[src/rtl/keygate_pkg.sv]
package keygate_pkg;

  typedef enum logic [3:0] {
    KG_IDLE,
    KG_HDR,
    KG_CHAL,
    KG_HELP,
    KG_REF,
    KG_REGEN,
    KG_CHECK,
    KG_RELEASE,
    KG_LOCK
  } kg_state_e;

  // header layout: challenge count low, helper count high
  localparam int unsigned HDR_FIELD_W = 16;

endpackage

[src/rtl/keygate_memrd.sv]
module keygate_memrd #(
  parameter int unsigned AW = 16,
  parameter int unsigned DW = 32
) (
  input  logic          clk,
  input  logic          rst,
  input  logic          rd_go,
  input  logic [AW-1:0] rd_addr,
  output logic          mem_req,
  output logic [AW-1:0] mem_addr,
  input  logic          mem_rvalid,
  input  logic [DW-1:0] mem_rdata,
  output logic          rd_done,
  output logic [DW-1:0] rd_data
);

  always_ff @(posedge clk) begin
    if (rst) begin
      mem_req  <= 1'b0;
      mem_addr <= '0;
      rd_done  <= 1'b0;
      rd_data  <= '0;
    end else begin
      mem_req <= rd_go;
      if (rd_go) mem_addr <= rd_addr;
      rd_done <= mem_rvalid;
      if (mem_rvalid) rd_data <= mem_rdata;
    end
  end

endmodule

[src/rtl/keygate_ctrl.sv]
module keygate_ctrl
  import keygate_pkg::*;
#(
  parameter int unsigned AW        = 16,
  parameter int unsigned DW        = 32,
  parameter int unsigned MAX_WORDS = 64,
  parameter int unsigned REF_WORDS = 8
) (
  input  logic                   clk,
  input  logic                   rst,
  input  logic                   start,
  input  logic [AW-1:0]          base_addr,
  output logic                   rd_go,
  output logic [AW-1:0]          rd_addr,
  input  logic                   rd_done,
  input  logic [DW-1:0]          rd_data,
  output logic                   puf_valid,
  output logic                   puf_helper,
  output logic [DW-1:0]          puf_word,
  input  logic                   puf_ready,
  output logic                   puf_go,
  input  logic                   puf_key_valid,
  output logic                   hash_req,
  input  logic                   hash_ack,
  input  logic                   digest_match,
  output logic                   key_load,
  output logic                   ref_we,
  output logic [HDR_FIELD_W-1:0] ref_idx,
  output logic                   rel_pulse,
  output logic                   wipe,
  output logic                   deactivate
);

  localparam logic [HDR_FIELD_W-1:0] CNT_MAX  = HDR_FIELD_W'(MAX_WORDS);
  localparam logic [HDR_FIELD_W-1:0] REF_LAST = HDR_FIELD_W'(REF_WORDS);

  kg_state_e              state;
  logic                   pend;
  logic [HDR_FIELD_W-1:0] idx;
  logic [HDR_FIELD_W-1:0] chal_cnt;
  logic [HDR_FIELD_W-1:0] help_cnt;
  logic [HDR_FIELD_W-1:0] cnt_cur;
  logic [AW-1:0]          cur_addr;
  logic [HDR_FIELD_W-1:0] hdr_chal;
  logic [HDR_FIELD_W-1:0] hdr_help;

  assign hdr_chal  = rd_data[HDR_FIELD_W-1:0];
  assign hdr_help  = rd_data[2*HDR_FIELD_W-1:HDR_FIELD_W];
  assign cnt_cur   = (state == KG_CHAL) ? chal_cnt : help_cnt;
  assign key_load  = (state == KG_REGEN) && puf_key_valid;
  assign ref_we    = (state == KG_REF) && rd_done;
  assign ref_idx   = idx;
  assign rel_pulse = (state == KG_RELEASE);
  assign wipe      = (state == KG_RELEASE) || (state == KG_LOCK);

  always_ff @(posedge clk) begin
    if (rst) begin
      state      <= KG_IDLE;
      pend       <= 1'b0;
      idx        <= '0;
      chal_cnt   <= '0;
      help_cnt   <= '0;
      cur_addr   <= '0;
      rd_go      <= 1'b0;
      rd_addr    <= '0;
      puf_valid  <= 1'b0;
      puf_helper <= 1'b0;
      puf_word   <= '0;
      puf_go     <= 1'b0;
      hash_req   <= 1'b0;
      deactivate <= 1'b0;
    end else begin
      rd_go  <= 1'b0;
      puf_go <= 1'b0;
      if (puf_valid && puf_ready) puf_valid <= 1'b0;
      case (state)
        KG_IDLE: begin
          if (start) begin
            state    <= KG_HDR;
            rd_go    <= 1'b1;
            rd_addr  <= base_addr;
            cur_addr <= base_addr + AW'(1);
            pend     <= 1'b1;
          end
        end
        KG_HDR: begin
          if (rd_done) begin
            pend     <= 1'b0;
            idx      <= '0;
            chal_cnt <= hdr_chal;
            help_cnt <= hdr_help;
            if (hdr_chal > CNT_MAX || hdr_help > CNT_MAX) begin
              state      <= KG_LOCK;
              deactivate <= 1'b1;
            end else begin
              state <= KG_CHAL;
            end
          end
        end
        KG_CHAL, KG_HELP: begin
          if (rd_done) begin
            pend       <= 1'b0;
            puf_valid  <= 1'b1;
            puf_word   <= rd_data;
            puf_helper <= (state == KG_HELP);
            idx        <= idx + 1'b1;
          end else if (!pend && !puf_valid) begin
            if (idx == cnt_cur) begin
              idx   <= '0;
              state <= (state == KG_CHAL) ? KG_HELP : KG_REF;
            end else begin
              rd_go    <= 1'b1;
              rd_addr  <= cur_addr;
              cur_addr <= cur_addr + AW'(1);
              pend     <= 1'b1;
            end
          end
        end
        KG_REF: begin
          if (rd_done) begin
            pend <= 1'b0;
            idx  <= idx + 1'b1;
          end else if (!pend) begin
            if (idx == REF_LAST) begin
              idx    <= '0;
              state  <= KG_REGEN;
              puf_go <= 1'b1;
            end else begin
              rd_go    <= 1'b1;
              rd_addr  <= cur_addr;
              cur_addr <= cur_addr + AW'(1);
              pend     <= 1'b1;
            end
          end
        end
        KG_REGEN: begin
          if (puf_key_valid) begin
            state    <= KG_CHECK;
            hash_req <= 1'b1;
          end
        end
        KG_CHECK: begin
          if (hash_ack) begin
            hash_req <= 1'b0;
            if (digest_match) begin
              state <= KG_RELEASE;
            end else begin
              state      <= KG_LOCK;
              deactivate <= 1'b1;
            end
          end
        end
        KG_RELEASE: state <= KG_IDLE;
        KG_LOCK:    state <= KG_LOCK;
        default:    state <= KG_LOCK;
      endcase
    end
  end

endmodule

[src/rtl/keygate_vault.sv]
module keygate_vault
  import keygate_pkg::*;
#(
  parameter int unsigned KEY_W = 256,
  parameter int unsigned DW    = 32
) (
  input  logic                   clk,
  input  logic                   rst,
  input  logic                   key_load,
  input  logic [KEY_W-1:0]       puf_key,
  input  logic                   ref_we,
  input  logic [HDR_FIELD_W-1:0] ref_idx,
  input  logic [DW-1:0]          ref_word,
  input  logic [KEY_W-1:0]       hash_digest,
  output logic                   digest_match,
  input  logic                   rel_pulse,
  input  logic                   wipe,
  output logic [KEY_W-1:0]       key_q,
  output logic [KEY_W-1:0]       ck_key,
  output logic                   ck_valid
);

  localparam int unsigned REF_WORDS = KEY_W / DW;

  logic [KEY_W-1:0] ref_q;

  assign digest_match = (ref_q == hash_digest);

  always_ff @(posedge clk) begin
    if (rst) begin
      key_q    <= '0;
      ck_key   <= '0;
      ck_valid <= 1'b0;
    end else begin
      ck_valid <= rel_pulse;
      ck_key   <= rel_pulse ? key_q : '0;
      if (wipe)          key_q <= '0;
      else if (key_load) key_q <= puf_key;
    end
  end

  always_ff @(posedge clk) begin
    if (rst || wipe) begin
      ref_q <= '0;
    end else if (ref_we) begin
      for (int i = 0; i < REF_WORDS; i++) begin
        if (ref_idx == HDR_FIELD_W'(i)) ref_q[i*DW +: DW] <= ref_word;
      end
    end
  end

endmodule

[src/rtl/keygate_top.sv]
module keygate_top
  import keygate_pkg::*;
#(
  parameter int unsigned AW        = 16,
  parameter int unsigned DW        = 32,
  parameter int unsigned KEY_W     = 256,
  parameter int unsigned MAX_WORDS = 64
) (
  input  logic             clk,
  input  logic             rst,
  input  logic             start,
  input  logic [AW-1:0]    base_addr,
  output logic             mem_req,
  output logic [AW-1:0]    mem_addr,
  input  logic             mem_rvalid,
  input  logic [DW-1:0]    mem_rdata,
  output logic             puf_valid,
  output logic             puf_helper,
  output logic [DW-1:0]    puf_word,
  input  logic             puf_ready,
  output logic             puf_go,
  input  logic             puf_key_valid,
  input  logic [KEY_W-1:0] puf_key,
  output logic             hash_req,
  output logic [KEY_W-1:0] hash_msg,
  input  logic             hash_ack,
  input  logic [KEY_W-1:0] hash_digest,
  output logic             ck_valid,
  output logic [KEY_W-1:0] ck_key,
  output logic             deactivate
);

  localparam int unsigned REF_WORDS = KEY_W / DW;

  logic                   rd_go;
  logic [AW-1:0]          rd_addr;
  logic                   rd_done;
  logic [DW-1:0]          rd_data;
  logic                   digest_match;
  logic                   key_load;
  logic                   ref_we;
  logic [HDR_FIELD_W-1:0] ref_idx;
  logic                   rel_pulse;
  logic                   wipe;

  keygate_memrd #(.AW(AW), .DW(DW)) u_memrd (
    .clk(clk), .rst(rst), .rd_go(rd_go), .rd_addr(rd_addr),
    .mem_req(mem_req), .mem_addr(mem_addr),
    .mem_rvalid(mem_rvalid), .mem_rdata(mem_rdata),
    .rd_done(rd_done), .rd_data(rd_data)
  );

  keygate_ctrl #(
    .AW(AW), .DW(DW), .MAX_WORDS(MAX_WORDS), .REF_WORDS(REF_WORDS)
  ) u_ctrl (
    .clk(clk), .rst(rst), .start(start), .base_addr(base_addr),
    .rd_go(rd_go), .rd_addr(rd_addr), .rd_done(rd_done), .rd_data(rd_data),
    .puf_valid(puf_valid), .puf_helper(puf_helper), .puf_word(puf_word),
    .puf_ready(puf_ready), .puf_go(puf_go), .puf_key_valid(puf_key_valid),
    .hash_req(hash_req), .hash_ack(hash_ack), .digest_match(digest_match),
    .key_load(key_load), .ref_we(ref_we), .ref_idx(ref_idx),
    .rel_pulse(rel_pulse), .wipe(wipe), .deactivate(deactivate)
  );

  keygate_vault #(.KEY_W(KEY_W), .DW(DW)) u_vault (
    .clk(clk), .rst(rst), .key_load(key_load), .puf_key(puf_key),
    .ref_we(ref_we), .ref_idx(ref_idx), .ref_word(rd_data),
    .hash_digest(hash_digest), .digest_match(digest_match),
    .rel_pulse(rel_pulse), .wipe(wipe), .key_q(hash_msg),
    .ck_key(ck_key), .ck_valid(ck_valid)
  );

endmodule

[config.mk]
export PLATFORM = sky130hd
export DESIGN_NAME = keygate_top
export DESIGN_NICKNAME = d
export VERILOG_FILES = /design/src/rtl/keygate_pkg.sv /design/src/rtl/keygate_memrd.sv /design/src/rtl/keygate_ctrl.sv /design/src/rtl/keygate_vault.sv /design/src/rtl/keygate_top.sv
export SDC_FILE = /design/constraint.sdc
export NUM_CORES = 2
export LEC_CHECK = 0
export BUFFER_PORTS_ARGS = -buffer_cell sky130_fd_sc_hd__clkbuf_2
export CAP_MARGIN = 20
export CORE_AREA = 2 2 447 449
export DETAILED_ROUTE_END_ITERATION = 8
export DIE_AREA = 0 0 449 451
export SYNTH_ARGS = -nofsm -noshare
export SYNTH_HDL_FRONTEND = slang
export SYNTH_SLANG_ARGS = --single-unit
[constraint.sdc]
create_clock -name clk -period 3.5 [get_ports clk]
set_clock_uncertainty 0.1 [all_clocks]
set_input_delay 0.175 -clock clk [delete_from_list [all_inputs] [get_ports clk]]
set_output_delay 0.175 -clock clk [all_outputs]
set_load 0.01 [all_outputs]
# [Yosys cells after proc, flatten, opt, wreduce, memory -nomap -nowiden]
# Cells that the tools add are included.
[totals] wordCells=176 reg_bits=942 output_inout_bits=567 inputBits=567
[classes] add_sub_neg=3 bitwise_logic=2 magnitude_cmp=2 reduce_logical=36 eq_ne=37 muxes=67
[ops] cell="16-bit two-way mux" count=22
[ops] cell="256-bit equality test" count=1
[ops] cell="16-bit case mux with 3 select lines" count=3
[ops] cell="16-bit by 3-bit equality test with 1-bit output (second input constant)" count=4
[ops] cell="16-bit by 1-bit adder with 16-bit output (second input constant)" count=3
[ops] cell="4-bit two-way mux" count=12
[ops] cell="16-bit by 2-bit equality test with 1-bit output (second input constant)" count=2
[ops] cell="16-bit by 7-bit greater-than comparator with 1-bit output (second input constant)" count=2
[ops] cell="4-bit case mux with 7 select lines" count=1
[ops] cell="1-bit two-way mux" count=24
[ops] cell="2-bit != test (second input constant)" count=11
[ops] cell="2-bit AND reduction" count=10
[ops] cell="16-bit by 1-bit equality test with 1-bit output (second input constant)" count=1
[ops] cell="16-bit equality test" count=1
[ops] cell="16-bit by 4-bit equality test with 1-bit output (second input constant)" count=1
[ops] cell="4-bit by 3-bit equality test with 1-bit output (second input constant)" count=4
[ops] cell="16-bit logical NOT" count=1
[ops] cell="10-bit AND reduction" count=1
[ops] cell="5-bit AND reduction" count=2
[ops] cell="3-bit != test (second input constant)" count=3
[ops] cell="4-bit by 2-bit equality test with 1-bit output (second input constant)" count=2
[ops] cell="8-bit AND reduction" count=1
[ops] cell="2-bit by 1-bit != test with 1-bit output (second input constant)" count=3
[ops] cell="3-bit by 2-bit != test with 1-bit output (second input constant)" count=2
[ops] cell="18 further kinds" count=30

# [Depth between registers and ports, before layout]
[logic_depth] word_depth=7 mapped_depth=15 mapped_depth_nobuf=12

# [By module]
# A second synthesis with hierarchy kept.
[hier_totals] cells_unflattened=3706 hier_area_um2=35870.7
[by_module_without_submodules] mod="keygate_vault" cells_each=2729 n_inst=1 area_each_um2=27706.6 seq_area_each_um2=15394.8
[by_module_without_submodules] mod="keygate_ctrl" cells_each=817 n_inst=1 area_each_um2=6358.6 seq_area_each_um2=2462.4
[by_module_without_submodules] mod="keygate_memrd" cells_each=160 n_inst=1 area_each_um2=1805.5 seq_area_each_um2=1001.0

# [Least setup slack after synthesis]
# OpenSTA, ideal clock, no wires.
[synth_timing] path_kind="register -> register" startpoint="register u_ctrl.state[3]" endpoint="register u_ctrl.cur_addr[14]" required_time_ns=3.326 setup_slack_ns=0.031 period_less_slack_ns=3.469 setup_time_ns=0.074 t_arrival_ns=3.294 path_stages_with_launch=15 n_path_buf=2 cell_sequence="dfxtp_1 -> nor4b_1 -> nor2_1 -> clkbuf_1 -> buf_1 -> mux2i_1 -> inv_1 -> ha_1 -> inv_1 -> a221oi_1 -> and2_1 -> and2_1 -> mux2i_1 -> nand2_1 -> a31oi_1"
[synth_via] elab_chain_cells=5 elab_cells_between_ends=17 cone_classes="eq/ne (11); mux (2); reduce/logical (4)"
[synth_lines] element="start, declared" line="keygate_ctrl.sv:37" text="kg_state_e state;"
[synth_lines] element="start signal, assigned" line="keygate_ctrl.sv:110" text="state <= (state == KG_CHAL) ? KG_HELP : KG_REF;"
[synth_lines] element="4-bit by 2-bit equality test with 1-bit output" line="keygate_ctrl.sv:49, keygate_ctrl.sv:76"
[synth_lines] element="16-bit two-way mux" line="keygate_ctrl.sv:49" text="assign cnt_cur = (state == KG_CHAL) ? chal_cnt : help_cnt;"
[synth_lines] element="16-bit equality test" line="keygate_ctrl.sv:108" text="if (idx == cnt_cur) begin"
[synth_lines] element="2-bit != test (no line)"
[synth_lines] element="8-bit AND reduction (no line)"
[synth_lines] element="end signal, assigned" line="keygate_ctrl.sv:82" text="cur_addr <= base_addr + AW'(1);"
[synth_lines] element="end signal, assigned" line="keygate_ctrl.sv:114" text="cur_addr <= cur_addr + AW'(1);"
[synth_lines] element="end signal, assigned" line="keygate_ctrl.sv:131" text="cur_addr <= cur_addr + AW'(1);"
[synth_lines] element="end, declared" line="keygate_ctrl.sv:43" text="logic [AW-1:0] cur_addr;"
# Parallel ways exist; a longest one is shown, timed or not.
# A chain may end at the register's enable or synchronous reset.

# [Final worst setup path]
[layout_timing] startpoint="register u_ctrl.state[3]" endpoint="register u_ctrl.rd_addr[14]"
[layout_via] elab_chain_cells=5 elab_cells_between_ends=17 cone_classes="eq/ne (11); mux (2); reduce/logical (4)"
[layout_lines] element="4-bit by 2-bit equality test with 1-bit output" line="keygate_ctrl.sv:49, keygate_ctrl.sv:76"
[layout_lines] element="16-bit two-way mux" line="keygate_ctrl.sv:49"
[layout_lines] element="16-bit equality test" line="keygate_ctrl.sv:108"
[layout_lines] element="2-bit != test (no line)"
[layout_lines] element="8-bit AND reduction (no line)"
[layout_lines] element="end signal, assigned" line="keygate_ctrl.sv:81" text="rd_addr <= base_addr;"
[layout_lines] element="end signal, assigned" line="keygate_ctrl.sv:113" text="rd_addr <= cur_addr;"
[layout_lines] element="end signal, assigned" line="keygate_ctrl.sv:130" text="rd_addr <= cur_addr;"
[layout_lines] element="end, declared" line="keygate_ctrl.sv:14" text="output logic [AW-1:0] rd_addr,"
# Parallel ways exist; a longest one is shown, timed or not.

==> metrics.txt <==
result of the run=completed; number of instances on the worst hold path=4; port bufs=1133; Slowest-stage cell, CP=sky130_fd_sc_hd__dlygate4sd3_1; required time reported for the critical path endpoint=around 4100 ps; root buffer cell=sky130_fd_sc_hd__clkbuf_16; routed wirelength normalized by instance count=roughly 22 microns; hold path start=puf_key_valid; overall fraction of global-route tracks in use=17.74%; Rel. slew slack=approximately 35%; Peak VDD IR=0.3746 mV; slowest stage delay, CP=580 ps; total wire length=~190000 microns; combinational share of power=between 10% and 20%; Design Area, Final=~0.052 sq mm; DP Area=0.04443 sq mm; number of cell instances on the worst register-to-register path=10; Routed Antenna Nets=0; Net Sw Power=7.677 mW; syn nets=4729; share of synthesized flip-flops with an asynchronous set or reset=0%; Setup crit end kind=register; number of enable-type register cells in the synthesized netlist=0; Sinks on Clock Net=942; category of the most critical setup path=register to register; Flop pwr share=a little over 40%; reg2reg start=u_ctrl.state[3]; hpwl dp=144600 microns; commonest non-fill, non-tap cells in the layout=sky130_fd_sc_hd__nand2_1 (1240), sky130_fd_sc_hd__clkbuf_2 (1132), sky130_fd_sc_hd__dfxtp_1 (939); routability congestion estimate=0.9540; Hold Fails Final Rpt=0; hold endpoint=u_vault.key_q[253]; die width=between 400 and 500 microns; Syn Std Cell Area=0.03515 sq mm; internal power=19.74 mW; transition at the pin with the smallest max-transition slack=980.8 ps; detail-routed via count per cell=between 4 and 5; pin count of the biggest net entering global routing=roughly 150; final worst path period need=3358 ps; number of design rule violations left after detail routing=0; number of storage elements in the synthesis netlist=942; maximum fanout count along the critical path=45; number of max-slew violations in the final report=0; routed via count=35300; wire length of the first global-routing pass=around 260000 microns; synthesized area divided by synthesized cell count=8.456 sq um; worst-skew pair later-pin latency=750 ps; number of iterations in the first detailed-routing pass=5; fin crit share=95.94%; clock tree from TritonCTS=built; sequential cell area fraction in the yosys report=53.65%; number of clock buffers inserted by TritonCTS=106; total congestion overflow after global routing=0; core box area=0.1982 sq mm; leading cell type in the layout, fill and taps excluded=sky130_fd_sc_hd__nand2_1; Clock Path Buffers=3; number of warnings reported in the yosys synthesis log=0; upper clock frequency limit=~300 MHz; Setup crit start kind=register; number of global-route vias before repair=~34000; worst path cell trace=buf_4 -> nor4b_2 -> o2111a_1 -> nand2_1 -> a32oi_1 -> o32ai_2 -> a21o_1 -> buf_12 -> a311oi_1 -> dlygate4sd3_1; post-synthesis instance total=4157; internal reg-to-reg setup slack=140 ps; number of primary I/O pins=~1100; Power Density=about 530 mW/mm^2; floorplan die height=451 microns; DRT iter0 DRCs=2679; worst hold margin=74.10 ps; reg-to-reg critical path endpoint=u_ctrl.rd_addr[14]; post-layout utilization of the core=a little over a quarter; std cell rows=164; leakage power=around 20 nW; Top delay family on crit path=compound AO/OA/AOI/OAI gates; maxcap violations=0; count of distinct cell types in the synthesized netlist=71; area delta synth->final=47.10%; Die Footprint=0.2025 sq mm; clock network fraction of design power=44.2%; starting utilization of the core area=about 18%; clock-pin slew on the worst setup and hold paths=around 60 ps; data arrival time of the critical path=3930 ps; switching power share of the total=28.00%; post-CTS repair timing setup buffer count=0; initial antenna violation count=94; share of layout cells above drive strength 1=26.45%; buffers and inverters on the worst path=3; leading register cell type out of synthesis=sky130_fd_sc_hd__dfxtp_1; post-layout net count=about 6100; HP Class=input port to register; number of setup violations in the final report=0; depth of the CTS H-tree=3
==> flip-flops by register name, summed over array words and instances, names as in the netlist, 4 cells and up <==
register and cells:
u_ctrl.rd_addr 16, u_vault.ck_key 256, u_vault.key_q 256, u_ctrl.chal_cnt 16, u_ctrl.puf_word 32, u_memrd.rd_data 32
u_ctrl.help_cnt 16, u_vault.ref_q 256, u_ctrl.state 4, u_ctrl.ref_idx 16, u_ctrl.cur_addr 16, u_memrd.mem_addr 16
==> power by group through the flow <==
stage	combinational (mW)	sequential (mW)	clock [mW]
floorplan	2.02	11.5	0
global placement	3.48	11.6	0
detailed placement	3.50	11.6	0
CTS	3.94	11.3	12.4
global route	4.28	11.4	12.8
finish	3.96	11.3	12.1
==> cell type report <==
cell class,instances,area (sq um)
Multi-Input combinational cell,2901,15230
Inverter,18,67.56
Timing Repair Buffer,1608,10300
Antenna cell,42,105.1
Clock inverter,56,810.8
Sequential cell,942,18860
Tap cell,2656,3323
Clock buffer,143,3002
Fill cell,21300,146500
==> layer usage <==
metal | GRT usage (%) | wire (microns)
met5 | 0 | 98
met2 | 32.90 | 98850
met4 | 10.34 | 10700
met3 | 3.049 | 10810
met1 | 18.77 | 67430
==> synth_stat cells, types with 3 or more instances <==
cell	instances	share of area [%]
sky130_fd_sc_hd__or4_1	15	0.32
sky130_fd_sc_hd__or3_1	6	0.11
sky130_fd_sc_hd__xnor2_1	279	7.0
sky130_fd_sc_hd__a311oi_1	14	0.35
sky130_fd_sc_hd__nand3b_1	5	0.11
sky130_fd_sc_hd__nor4_1	29	0.52
sky130_fd_sc_hd__and2_1	260	4.6
sky130_fd_sc_hd__o21ai_0	28	0.40
sky130_fd_sc_hd__nor3b_1	3	0.064
sky130_fd_sc_hd__a211oi_1	7	0.15
sky130_fd_sc_hd__inv_1	18	0.19
sky130_fd_sc_hd__o31ai_1	12	0.26
sky130_fd_sc_hd__ha_1	5	0.18
sky130_fd_sc_hd__a31oi_1	12	0.21
sky130_fd_sc_hd__dfxtp_1	942	54
sky130_fd_sc_hd__xor2_1	9	0.22
sky130_fd_sc_hd__and3_1	15	0.27
sky130_fd_sc_hd__nand3_1	21	0.30
sky130_fd_sc_hd__nand4_1	79	1.4
sky130_fd_sc_hd__clkbuf_1	289	3.1
sky130_fd_sc_hd__nand2_1	1241	13
sky130_fd_sc_hd__buf_1	4	0.043
sky130_fd_sc_hd__nor2b_1	3	0.053
sky130_fd_sc_hd__mux2i_1	55	1.6
sky130_fd_sc_hd__or2_2	5	0.089
sky130_fd_sc_hd__nor2_1	115	1.2
sky130_fd_sc_hd__nor3_1	11	0.16
sky130_fd_sc_hd__a21oi_1	620	8.8
==> cell families after synthesis <==
logic type      count (synthesis)  share of synthesized area, %
buf+inv                       314                         3.381
compound gates                732                         11.18
simple gates                 1821                         22.87
fa+ha+maj                       5                        0.1780
xor+xnor                      288                         7.176
mux                            55                         1.566
flops                         942                         53.65
==> timing repair <==
| action | in CTS | in global routing |
|---|---|---|
| hold buffers | 333 | 0 |
| cloned | 0 | 0 |
| endpoints found under the setup margin | 3 | 8 |
| resized for setup | 1 | 6 |
| hold endpoints to repair | 351 | 0 |
==> worst register-to-register path: stages, from the launching register on <==
cell                            delay, ps
sky130_fd_sc_hd__dfxtp_2              360
sky130_fd_sc_hd__buf_4                170
sky130_fd_sc_hd__nor4b_2              460
sky130_fd_sc_hd__o2111a_1             280
sky130_fd_sc_hd__nand2_1               80
sky130_fd_sc_hd__a32oi_1              420
sky130_fd_sc_hd__o32ai_2              160
sky130_fd_sc_hd__a21o_1               210
sky130_fd_sc_hd__buf_12               180
sky130_fd_sc_hd__a311oi_1             280
sky130_fd_sc_hd__dlygate4sd3_1        580
==> worst max-delay path by stage <==
stage	from	to	cells past startpoint
finish	u_ctrl.state[3]	u_ctrl.rd_addr[14]	10
floorplan	u_ctrl.state[3]	u_ctrl.cur_addr[14]	14
global placement	u_vault.ref_q[114]	u_ctrl.state[2]	11
detailed placement	u_vault.ref_q[114]	u_ctrl.state[2]	11
CTS	u_vault.ref_q[114]	u_ctrl.state[2]	11
global route	u_ctrl.ref_idx[0]	u_ctrl.rd_addr[9]	12
==> per-stage QoR <==
stage	TNS (ps)	setup WS (ps)	instances	total power, mW
2_1_floorplan	0	31.30	4157	13.48
3_3_place_gp	-44.40	-44.40	7792	15.03
3_5_place_dp	-157.5	-126.7	7792	15.07
4_1_cts	0	66.94	8324	27.64
5_1_grt	-18.27	-18.27	8356	28.42
6_report	0	142.0	8366	27.42
No activity file was read; power rests on OpenSTA's default activity.
